===== src/rtl/cfg_bank_pkg.sv =====
package cfg_bank_pkg;
  localparam int REG_W = 16;
  localparam int RD_W = 32;
  localparam logic [REG_W-1:0] COMPAT_VAL = 16'h0005;
  localparam int BIT_LOOP = 14;
  localparam int BIT_LEDEN = 12;
  localparam int BIT_RAMEN = 8;
  localparam int BIT_IMODE = 7;
  localparam logic [REG_W-1:0] CTRL_MASK =
    (REG_W'(1) << BIT_LOOP) | (REG_W'(1) << BIT_LEDEN) |
    (REG_W'(1) << BIT_RAMEN) | (REG_W'(1) << BIT_IMODE);
  localparam int IDX_COMPAT = 0;
  localparam int IDX_CTRL = 1;
  localparam int IDX_LED_BASE = 4;
endpackage


===== src/rtl/cfg_ctrl_reg.sv =====
module cfg_ctrl_reg
  import cfg_bank_pkg::*;
(
  input  logic             clk,
  input  logic             rst_hard_n,
  input  logic             wr,
  input  logic [REG_W-1:0] wdata,
  output logic [REG_W-1:0] ctrl_q
);
  always_ff @(posedge clk or negedge rst_hard_n) begin
    if (!rst_hard_n) ctrl_q <= '0;
    else if (wr) ctrl_q <= wdata & CTRL_MASK;
  end
endmodule


===== src/rtl/cfg_led_regs.sv =====
module cfg_led_regs #(
  parameter int COUNT = 4,
  parameter int W = 16,
  parameter int OFF_W = 5
) (
  input  logic               clk,
  input  logic               rst_hard_n,
  input  logic               hit,
  input  logic               wr,
  input  logic               enable,
  input  logic [OFF_W-1:0]   off,
  input  logic [W-1:0]       wdata,
  output logic [COUNT*W-1:0] led_flat
);
  for (genvar i = 0; i < COUNT; i++) begin : g_led
    logic sel_wr;
    assign sel_wr = wr && hit && enable && (off == OFF_W'(i));
    always_ff @(posedge clk or negedge rst_hard_n) begin
      if (!rst_hard_n) led_flat[i*W +: W] <= '0;
      else if (sel_wr) led_flat[i*W +: W] <= wdata;
    end
  end
endmodule


===== src/rtl/cfg_shadow_ram.sv =====
module cfg_shadow_ram #(
  parameter int DEPTH = 16,
  parameter int W = 8,
  localparam int AW = $clog2(DEPTH)
) (
  input  logic               clk,
  input  logic               rst_hard_n,
  input  logic               wr,
  input  logic               enable,
  input  logic [AW-1:0]      addr,
  input  logic [W-1:0]       wdata,
  output logic [W-1:0]       rdata,
  output logic [DEPTH*W-1:0] mem_flat
);
  for (genvar i = 0; i < DEPTH; i++) begin : g_byte
    always_ff @(posedge clk or negedge rst_hard_n) begin
      if (!rst_hard_n) mem_flat[i*W +: W] <= '0;
      else if (wr && enable && addr == AW'(i)) mem_flat[i*W +: W] <= wdata;
    end
  end
  assign rdata = mem_flat[addr*W +: W];
endmodule


===== src/rtl/cfg_irq_pin.sv =====
module cfg_irq_pin (
  input  logic edge_mode,
  input  logic irq_req,
  input  logic quiesce,
  output logic drv,
  output logic oe
);
  logic active;
  assign active = irq_req && !quiesce;
  always_comb begin
    if (edge_mode) begin
      oe = 1'b1;
      drv = active;
    end else begin
      oe = active;
      drv = 1'b0;
    end
  end
endmodule


===== src/rtl/cfg_bank_top.sv =====
module cfg_bank_top
  import cfg_bank_pkg::*;
#(
  parameter int LED_COUNT = 4,
  parameter int RAM_DEPTH = 16,
  localparam int RAM_AW = $clog2(RAM_DEPTH),
  localparam int IDX_W = RAM_AW + 1
) (
  input  logic             clk,
  input  logic             rst_hard_n,
  input  logic             soft_rst,
  input  logic [IDX_W-1:0] reg_idx,
  input  logic [REG_W-1:0] reg_wdata,
  input  logic             reg_we,
  output logic [RD_W-1:0]  reg_rdata,
  input  logic             irq_req,
  input  logic             tp_sel,
  output logic             int_drv,
  output logic             int_oe,
  output logic             loop_pass
);
  localparam int BYTE_W = 8;

  logic [REG_W-1:0] ctrl_q;
  logic [LED_COUNT*REG_W-1:0] led_flat;
  logic [RAM_DEPTH*BYTE_W-1:0] ram_flat;
  logic [BYTE_W-1:0] ram_rd;
  logic [IDX_W-1:0] led_off;
  logic ram_hit, led_hit, ctrl_hit;
  logic [REG_W-1:0] rd16;

  assign ram_hit = reg_idx[IDX_W-1];
  assign led_off = reg_idx - IDX_W'(IDX_LED_BASE);
  assign led_hit = !ram_hit && (reg_idx >= IDX_W'(IDX_LED_BASE)) &&
                   (led_off < IDX_W'(LED_COUNT));
  assign ctrl_hit = (reg_idx == IDX_W'(IDX_CTRL));

  cfg_ctrl_reg u_ctrl (
    .clk(clk), .rst_hard_n(rst_hard_n),
    .wr(reg_we && ctrl_hit), .wdata(reg_wdata), .ctrl_q(ctrl_q)
  );

  cfg_led_regs #(.COUNT(LED_COUNT), .W(REG_W), .OFF_W(IDX_W)) u_led (
    .clk(clk), .rst_hard_n(rst_hard_n), .hit(led_hit), .wr(reg_we),
    .enable(ctrl_q[BIT_LEDEN]), .off(led_off), .wdata(reg_wdata),
    .led_flat(led_flat)
  );

  cfg_shadow_ram #(.DEPTH(RAM_DEPTH), .W(BYTE_W)) u_ram (
    .clk(clk), .rst_hard_n(rst_hard_n), .wr(reg_we && ram_hit),
    .enable(ctrl_q[BIT_RAMEN]), .addr(reg_idx[RAM_AW-1:0]),
    .wdata(reg_wdata[BYTE_W-1:0]), .rdata(ram_rd), .mem_flat(ram_flat)
  );

  cfg_irq_pin u_irq (
    .edge_mode(ctrl_q[BIT_IMODE]), .irq_req(irq_req), .quiesce(soft_rst),
    .drv(int_drv), .oe(int_oe)
  );

  assign loop_pass = ctrl_q[BIT_LOOP] && tp_sel;

  always_comb begin
    rd16 = '0;
    if (ram_hit) rd16 = {{(REG_W-BYTE_W){1'b0}}, ram_rd};
    else if (reg_idx == IDX_W'(IDX_COMPAT)) rd16 = COMPAT_VAL;
    else if (ctrl_hit) rd16 = ctrl_q;
    else if (led_hit) begin
      for (int i = 0; i < LED_COUNT; i++)
        if (led_off == IDX_W'(i)) rd16 = led_flat[i*REG_W +: REG_W];
    end
  end
  assign reg_rdata = {{(RD_W-REG_W){1'b0}}, rd16};
endmodule


===== config.mk =====
export PLATFORM = sky130hd
export DESIGN_NAME = cfg_bank_top
export DESIGN_NICKNAME = d
export VERILOG_FILES = /design/src/rtl/cfg_bank_pkg.sv /design/src/rtl/cfg_ctrl_reg.sv /design/src/rtl/cfg_led_regs.sv /design/src/rtl/cfg_shadow_ram.sv /design/src/rtl/cfg_irq_pin.sv /design/src/rtl/cfg_bank_top.sv
export SDC_FILE = /design/constraint.sdc
export NUM_CORES = 1
export LEC_CHECK = 0
export BUFFER_PORTS_ARGS = -buffer_cell sky130_fd_sc_hd__buf_2
export CAP_MARGIN = 20
export CORE_ASPECT_RATIO = 0.5
export CORE_MARGIN = 5
export CORE_UTILIZATION = 49
export CTS_CLUSTER_SIZE = 14
export DETAILED_ROUTE_END_ITERATION = 6
export PLACE_DENSITY = 0.67
export SLEW_MARGIN = 20
export SYNTH_ARGS = -nofsm -noshare
export SYNTH_HDL_FRONTEND = slang
export SYNTH_SLANG_ARGS = --single-unit

===== constraint.sdc =====
create_clock -name clk -period 2.1 [get_ports clk]
set_input_delay 0.21 -clock clk [delete_from_list [all_inputs] [get_ports clk]]
set_output_delay 0.21 -clock clk [all_outputs]
set_load 0.01 [all_outputs]

==> run_results.csv, run 1 <==
group,metric,value,unit
timing,finalHoldViolCount,0,
clock_network,ctsHtreeMaxLevel,4,
yosys,syn-mean-instance-area,14.3,um^2
routing,wl_per_cell,20.5,um
timing,postLayoutSetupSlackWorst,-0.0829,ns
yosys,post_synth_instance_area,9360,um^2
yosys,synth_enable_flop_cells,0,
setup_path,startpoint,"u_ram.mem_flat[61]",
yosys,synthesis_warnings,0,
floorplan,initial_core_util,0.504,
yosys,yosysUniqueCellTypes,46,
yosys,synth_most_common_cell,"sky130_fd_sc_hd__mux2_2",
routing,route.vias.total,5765,
placement,post-place-cells,1004,
routing,postRouteWirelength,21300,um
yosys,synth.cells.most_frequent,"sky130_fd_sc_hd__mux2_2 (201), sky130_fd_sc_hd__dfrtp_1 (196), sky130_fd_sc_hd__mux4_2 (31)",
timing,setup_viol,7,
yosys,synthFlopType,"sky130_fd_sc_hd__dfrtp_1",
yosys,ys_top_cells_by_area,"sky130_fd_sc_hd__dfrtp_1 (52%), sky130_fd_sc_hd__mux2_2 (24%), sky130_fd_sc_hd__mux4_2 (7.5%)",
clock_network,cts_inserted_buffers,17,
cells_and_area,n_fill_cell,1463,
cells_and_area,net_count_final,802,
yosys,synthArstFlopShare,1.00,
timing,number_of_pins_with_negative_max_slew_slack_in_the_final_report,0,
cells_and_area,layout.cells.non_filler,1042,
setup_path,crit_path_start_kind,"flop",
routing,remaining_drc_errors,0,
global_routing,grt.overflow.total,0,
placement,port_buffers,45,
clock_network,worstSkewPairLatency,0.43,ns
yosys,yosys.area.top_type_share,0.524,
routing,drt_first_pass_iters,4,
global_routing,grt_util_all_layers,0.204,
clock_network,clock_sink_count,196,
setup_path,critical_path.max_fanout,2,
cells_and_area,drive_above_1_share,0.589,
setup_path,criticalPathCategory,"flop to output port",
clock_network,clock_transition_at_the_register_clock_pins_on_the_worst_setup_and_hold_paths_after_cts,0.07,ns
setup_path,reg2reg_from,"u_ctrl.ctrl_q[8]",
yosys,syn_inst,655,
global_routing,grt_first_pass_wirelength,34800,um
timing,setup-tns-final,-0.289,ns
floorplan,floorplan.io_pins,62,
global_routing,grt_antenna_before_repair,0,
pwr,leakagePower,0.00560,uW
cells_and_area,antenna-diode-count,0,
setup_path,worstPathArrival,1.97,ns
timing,unrepaired_setup_endpoints_after_global_routing,"yes",
global_routing,first_global_vias,6245,
global_routing,grt_max_degree,65,
clock_network,tritoncts_clock_tree,"done",
routing,drtIter0Drc,302,
routing,drt-vias-per-instance,5.53,
placement,gp_congestion,0.857,
timing,min_period,2.18,ns
placement,detailed_place_hpwl,15400,um
setup_path,cp-end-kind,"output port",
yosys,synth_seq_area_share,0.524,
pwr,irDropWorstVdd,0.495,mV
floorplan,core_box_area,18600,um^2
run_status,outcome,"complete, but fails checks",
floorplan,die_width,205,um
yosys,synth.ff_latch_count,196,
placement,worst_case_setup_slack_after_placement,-0.360,ns
cells_and_area,layout.cell_area.non_filler,11300,um^2
run_status,failed_checks,"setup timing",
placement,placedInstanceArea,10500,um^2
clock_network,cts_buffer_depth,2,
routing,postRouteAntennaNets,0,
timing,worst_pin_slew,0.560,ns
yosys,yosys_top_cell_by_area,"sky130_fd_sc_hd__dfrtp_1",
timing,clock_skew,0.00913,ns
floorplan,floorplan.rows,35,
hold_path,hold_start,"reg_wdata[15]",
setup_path,timing.reg2reg.worst_path_depth,5,
pwr,power_per_cell_area,729,nW/um^2
job,timing.max_cap.violations,0,
setup_path,critPathRequiredTime,1.89,ns
clock_network,root_buffer,"sky130_fd_sc_hd__clkbuf_16",
timing,maxClockFrequency,0.458,GHz
timing,max-slew-margin-rel,0.626,
pwr,power,8220,uW
hold_path,worstHoldPathType,"input port to flop",
floorplan,fp.dieH,108,um
hold_path,hold_path_depth,2,
floorplan,dieArea,22100,um^2
cells_and_area,syn2layout_area_growth,20.4,%
timing,fin_crit_sh,1.04,
-- cell type report --
| class | count | area (um^2) | area share |
|---|---|---|---|
| Inverter | 4 | 15.0 | 0.00133 |
| Sequential cell | 196 | 4900 | 0.435 |
| Tap cell | 259 | 324 | 0.0288 |
| Multi-Input combinational cell | 411 | 4350 | 0.386 |
| Timing Repair Buffer | 140 | 1110 | 0.0982 |
| Clock buffer | 18 | 429 | 0.0381 |
| Clock inverter | 14 | 143 | 0.0127 |
-- final timing paths --
check	end	slack, ns
setup / recovery	reg_rdata[5]	-0.08
min in group asynchronous	u_ram.mem_flat[124]	0.32
setup reg to reg	u_ram.mem_flat[57]	0.37
max in group asynchronous	u_led.led_flat[9]	1.14
hold / removal	u_led.led_flat[47]	0.06
hold reg to reg	u_led.led_flat[10]	0.50
-- placed cells by master, fill, tap and decap left out, drive strengths merged, types with 3 or more instances in the layout --
master and count:
clkinv 5, and3 4, o221ai 4, nor2b 9, inv 12, buf 138
dfrtp 196, mux4 31, nor3 4, a22oi 8, nand2 18, ha 5
nand2b 4, a211o 3, a21oi 5, mux2i 6, conb 16, nor2 37
nand3 7, o311ai 6, o22ai 9, mux2 211, o21ai 3, nand3b 3
clkbuf 19
-- repair_timing --
item,in CTS,in global routing
setup buffers,4,2
gates resized for setup,39,12
hold buffers,1,0
pin swaps,3,3
hold endpoints to repair,56,0
endpoints found under the setup margin,11,15
-- layer usage --
layer  share of wire  track usage  wire length [um]
met4          0.0072       0.0449               153
met2            0.47        0.320              9970
met1            0.48        0.298             10300
met5               0            0                 0
met3           0.043       0.0373               917
-- stage by stage --
step                hold slack, ns  utilization
CTS                         0.0492        0.604
global placement             0.236        0.563
global route                0.0555        0.607
floorplan                  -0.0856            -
finish                      0.0605        0.607
detailed placement           0.240        0.563
-- worst max-delay path, stage by stage, from the launching register on --
cell	delay [ns]
sky130_fd_sc_hd__dfrtp_1	0.37
sky130_fd_sc_hd__mux4_2	0.50
sky130_fd_sc_hd__mux2_4	0.31
sky130_fd_sc_hd__nand3_4	0.09
sky130_fd_sc_hd__o311ai_4	0.11
sky130_fd_sc_hd__buf_2	0.17
-- cell families (layout without fill, tap and decap cells) --
kind of cell / count (synthesis) / count (layout) / share of synthesized area
buffers and inverters: 63 / 176 / 0.0380
AOI/OAI and AO/OA: 47 / 47 / 0.0369
adders and majority gates: 5 / 5 / 0.00669
xor gates and xnor gates: 1 / 1 / 0.000936
DFF: 196 / 196 / 0.524
other: 1 / 16 / 0.000401
muxes: 248 / 248 / 0.339
and+or+nand+nor: 94 / 94 / 0.0540
-- report_power, final --
part / leakage (uW) / internal, uW / total [uW] / switching (uW)
combinational: 0.00262 / 475 / 929 / 454
clock: 0.000279 / 1590 / 3160 / 1570
sequential: 0.00270 / 4000 / 4130 / 126
total: 0.00560 / 6070 / 8220 / 2150
-- flip-flops by register name, indices dropped and copies added, names as in the netlist --
signal          flops
u_led.led_flat     64
u_ctrl.ctrl_q       4
u_ram.mem_flat    128
No activity file was read; power rests on OpenSTA's default activity.
==> run 2: changes to the inputs <==
- CELL_PAD_IN_SITES_DETAIL_PLACEMENT: not set -> 0
- CELL_PAD_IN_SITES_GLOBAL_PLACEMENT: not set -> 1
- PLACE_DENSITY: 0.67 -> not set
- PLACE_DENSITY_LB_ADDON: not set -> 0.1
==> run 2 against run 1 <==
Net effect: the run still ends with setup timing left; worst setup slack lost 0.031 ns; count of clock-buffer cells in the layout grew 3; clock skew shrank 0.0019 ns; worst hold slack lost 0.0018 ns; critical endpoint unchanged.
==> run_results.csv, run 2 (synthesis results as in run 1) <==
group,metric,value,unit
run_status,outcome,"complete, but fails checks",
run_status,failed_checks,"setup timing",
clock_network,clock_transition_at_the_register_clock_pins_on_the_worst_setup_and_hold_paths_after_cts,0.07,ns
floorplan,die_width,205,um
setup_path,worstPathArrival,2.00,ns
routing,route.vias.total,5702,
timing,clock_skew,0.00727,ns
setup_path,reg2reg_from,"u_ctrl.ctrl_q[8]",
setup_path,timing.critical_path.cells,"mux4_2, mux2_4, nand3_4, o311ai_4, buf_2",
pwr,power,8130,uW
routing,drt_first_pass_iters,4,
cells_and_area,layout.cells.most_common,"sky130_fd_sc_hd__dfrtp_1",
global_routing,grt_max_degree,57,
placement,port_buffers,45,
clock_network,tritoncts_clock_tree,"done",
global_routing,first_global_vias,6094,
global_routing,grt_util_all_layers,0.213,
cells_and_area,net_count_final,778,
pwr,power_per_cell_area,730,nW/um^2
setup_path,worst_path_largest_cell_delay,0.54,ns
clock_network,cts_buffer_depth,2,
pwr,leakagePower,0.00547,uW
cells_and_area,most-common-layout-cells,"sky130_fd_sc_hd__dfrtp_1 (196), sky130_fd_sc_hd__mux2_2 (195), sky130_fd_sc_hd__buf_4 (51)",
setup_path,setup.reg_to_reg.worst_slack,0.34,ns
floorplan,core_box_area,18600,um^2
hold_path,worstHoldPathType,"input port to flop",
timing,number_of_pins_with_negative_max_slew_slack_in_the_final_report,0,
floorplan,dieArea,22100,um^2
routing,postRouteAntennaNets,0,
timing,postLayoutSetupSlackWorst,-0.114,ns
hold_path,worst_hold_path.endpoint,"u_led.led_flat[41]",
cells_and_area,reg_top3,"u_ram.mem_flat (128), u_led.led_flat (64), u_ctrl.ctrl_q (4)",
setup_path,critical_path.max_fanout,2,
clock_network,ctsHtreeMaxLevel,4,
cells_and_area,drive_above_1_share,0.567,
timing,finalHoldViolCount,0,
setup_path,critical-path-slowest-cell,"sky130_fd_sc_hd__mux4_2",
floorplan,initial_core_util,0.504,
setup_path,r2r_end,"u_ram.mem_flat[50]",
clock_network,cts_inserted_buffers,17,
clock_network,root_buffer,"sky130_fd_sc_hd__clkbuf_16",
cells_and_area,largest-register,"u_ram.mem_flat",
global_routing,grt_antenna_before_repair,0,
hold_path,hold_path_depth,2,
setup_path,crit_path_start_kind,"flop",
setup_path,timing.reg2reg.worst_path_depth,5,
timing,unrepaired_setup_endpoints_after_global_routing,"yes",
floorplan,fp.dieH,108,um
cells_and_area,number_of_flip_flops_in_the_largest_register,128,
setup_path,criticalPathCategory,"flop to output port",
routing,drtIter0Drc,253,
clock_network,worstSkewPairLatency,0.42,ns
floorplan,floorplan.rows,35,
timing,fin_crit_sh,1.05,
hold_path,hold_start,"reg_wdata[9]",
routing,remaining_drc_errors,0,
pwr,irDropWorstVdd,0.503,mV
cells_and_area,post-route-util,0.599,
global_routing,grt.overflow.total,0,
setup_path,cp-end-kind,"output port",
placement,detailed_place_hpwl,15600,um
job,timing.max_cap.violations,0,
cells_and_area,antenna-diode-count,0,
setup_path,critPathRequiredTime,1.89,ns
cells_and_area,syn2layout_area_growth,18.9,%
floorplan,floorplan.io_pins,62,
placement,gp_congestion,0.837,
global_routing,grt_first_pass_wirelength,35700,um
timing,maxClockFrequency,0.452,GHz
clock_network,clock_sink_count,196,
routing,wl_per_cell,21.8,um
routing,drt-vias-per-instance,5.60,
timing,min_period,2.21,ns
timing,setup_viol,7,
routing,postRouteWirelength,22200,um
==> run 2: changes by cell type in the layout (fill, tap and decap cells not counted), sizes merged <==
cell,delta
buf,-24
clkbuf,+3
clkinv,-2
clkinvlp,+3
inv,-4
==> run 2: layout make-up <==
type | instances | area [um^2]
sequential | 196 | 4900
clock buffer | 21 | 460
fill | 1508 | 7440
inverter | 4 | 15.0
multi-input combinational | 411 | 4320
tap | 259 | 324
timing repair buffer | 116 | 1010
clock inverter | 11 | 95.1
==> run 2: metrics by stage <==
step	setup WS (ns)	hold slack, ns	TNS [ns]	instances	cell area (um^2)
floorplan	-0.0655	-0.0856	-0.196	670	9410
global placement	-0.313	0.222	-0.572	983	10400
detailed placement	-0.366	0.225	-1.20	983	10400
CTS	-0.144	0.0413	-0.625	1016	11100
global route	-0.192	0.0547	-0.871	1018	11100
finish	-0.114	0.0587	-0.376	1018	11100
==> run 2: worst max path at each step <==
stage	from	end	slack (ns)	cells past startpoint
2_1_floorplan	reg_idx[3]	reg_rdata[4]	-0.07	7
4_1_cts	u_ram.mem_flat[61]	reg_rdata[5]	-0.14	5
5_1_grt	u_ram.mem_flat[61]	reg_rdata[5]	-0.19	5
6_report	u_ram.mem_flat[61]	reg_rdata[5]	-0.11	5
3_5_place_dp	reg_idx[3]	reg_rdata[5]	-0.37	9
3_3_place_gp	reg_idx[3]	reg_rdata[5]	-0.31	9
==> run 2: report_power, final <==
group | switching, uW | internal, uW
registers | 123 | 4010
logic | 451 | 453
clock network | 1490 | 1610
total | 2060 | 6070
==> run 2: timing repair <==
action	CTS	global route
endpoints found under the setup margin	12	14
hold buffers	1	0
pin swaps	3	2
endpoints found under the hold margin	53	0
setup buffers	0	2
gates resized for setup	29	12
==> run 2: routing by layer <==
layer,vias up,track usage,wire [um]
met3,12,0.0349,889
li1,2545,-,-
met5,-,0,0
met4,0,0.0468,105
met1,3066,0.325,11100
met2,79,0.321,10000
==> run 2: worst max-delay path, delay by kind of cell (launching register included) <==
family | cells | cell delay (ns)
mux | 2 | 0.85
compound gates | 1 | 0.10
flops | 1 | 0.38
simple gates | 1 | 0.09
buf+inv | 1 | 0.17
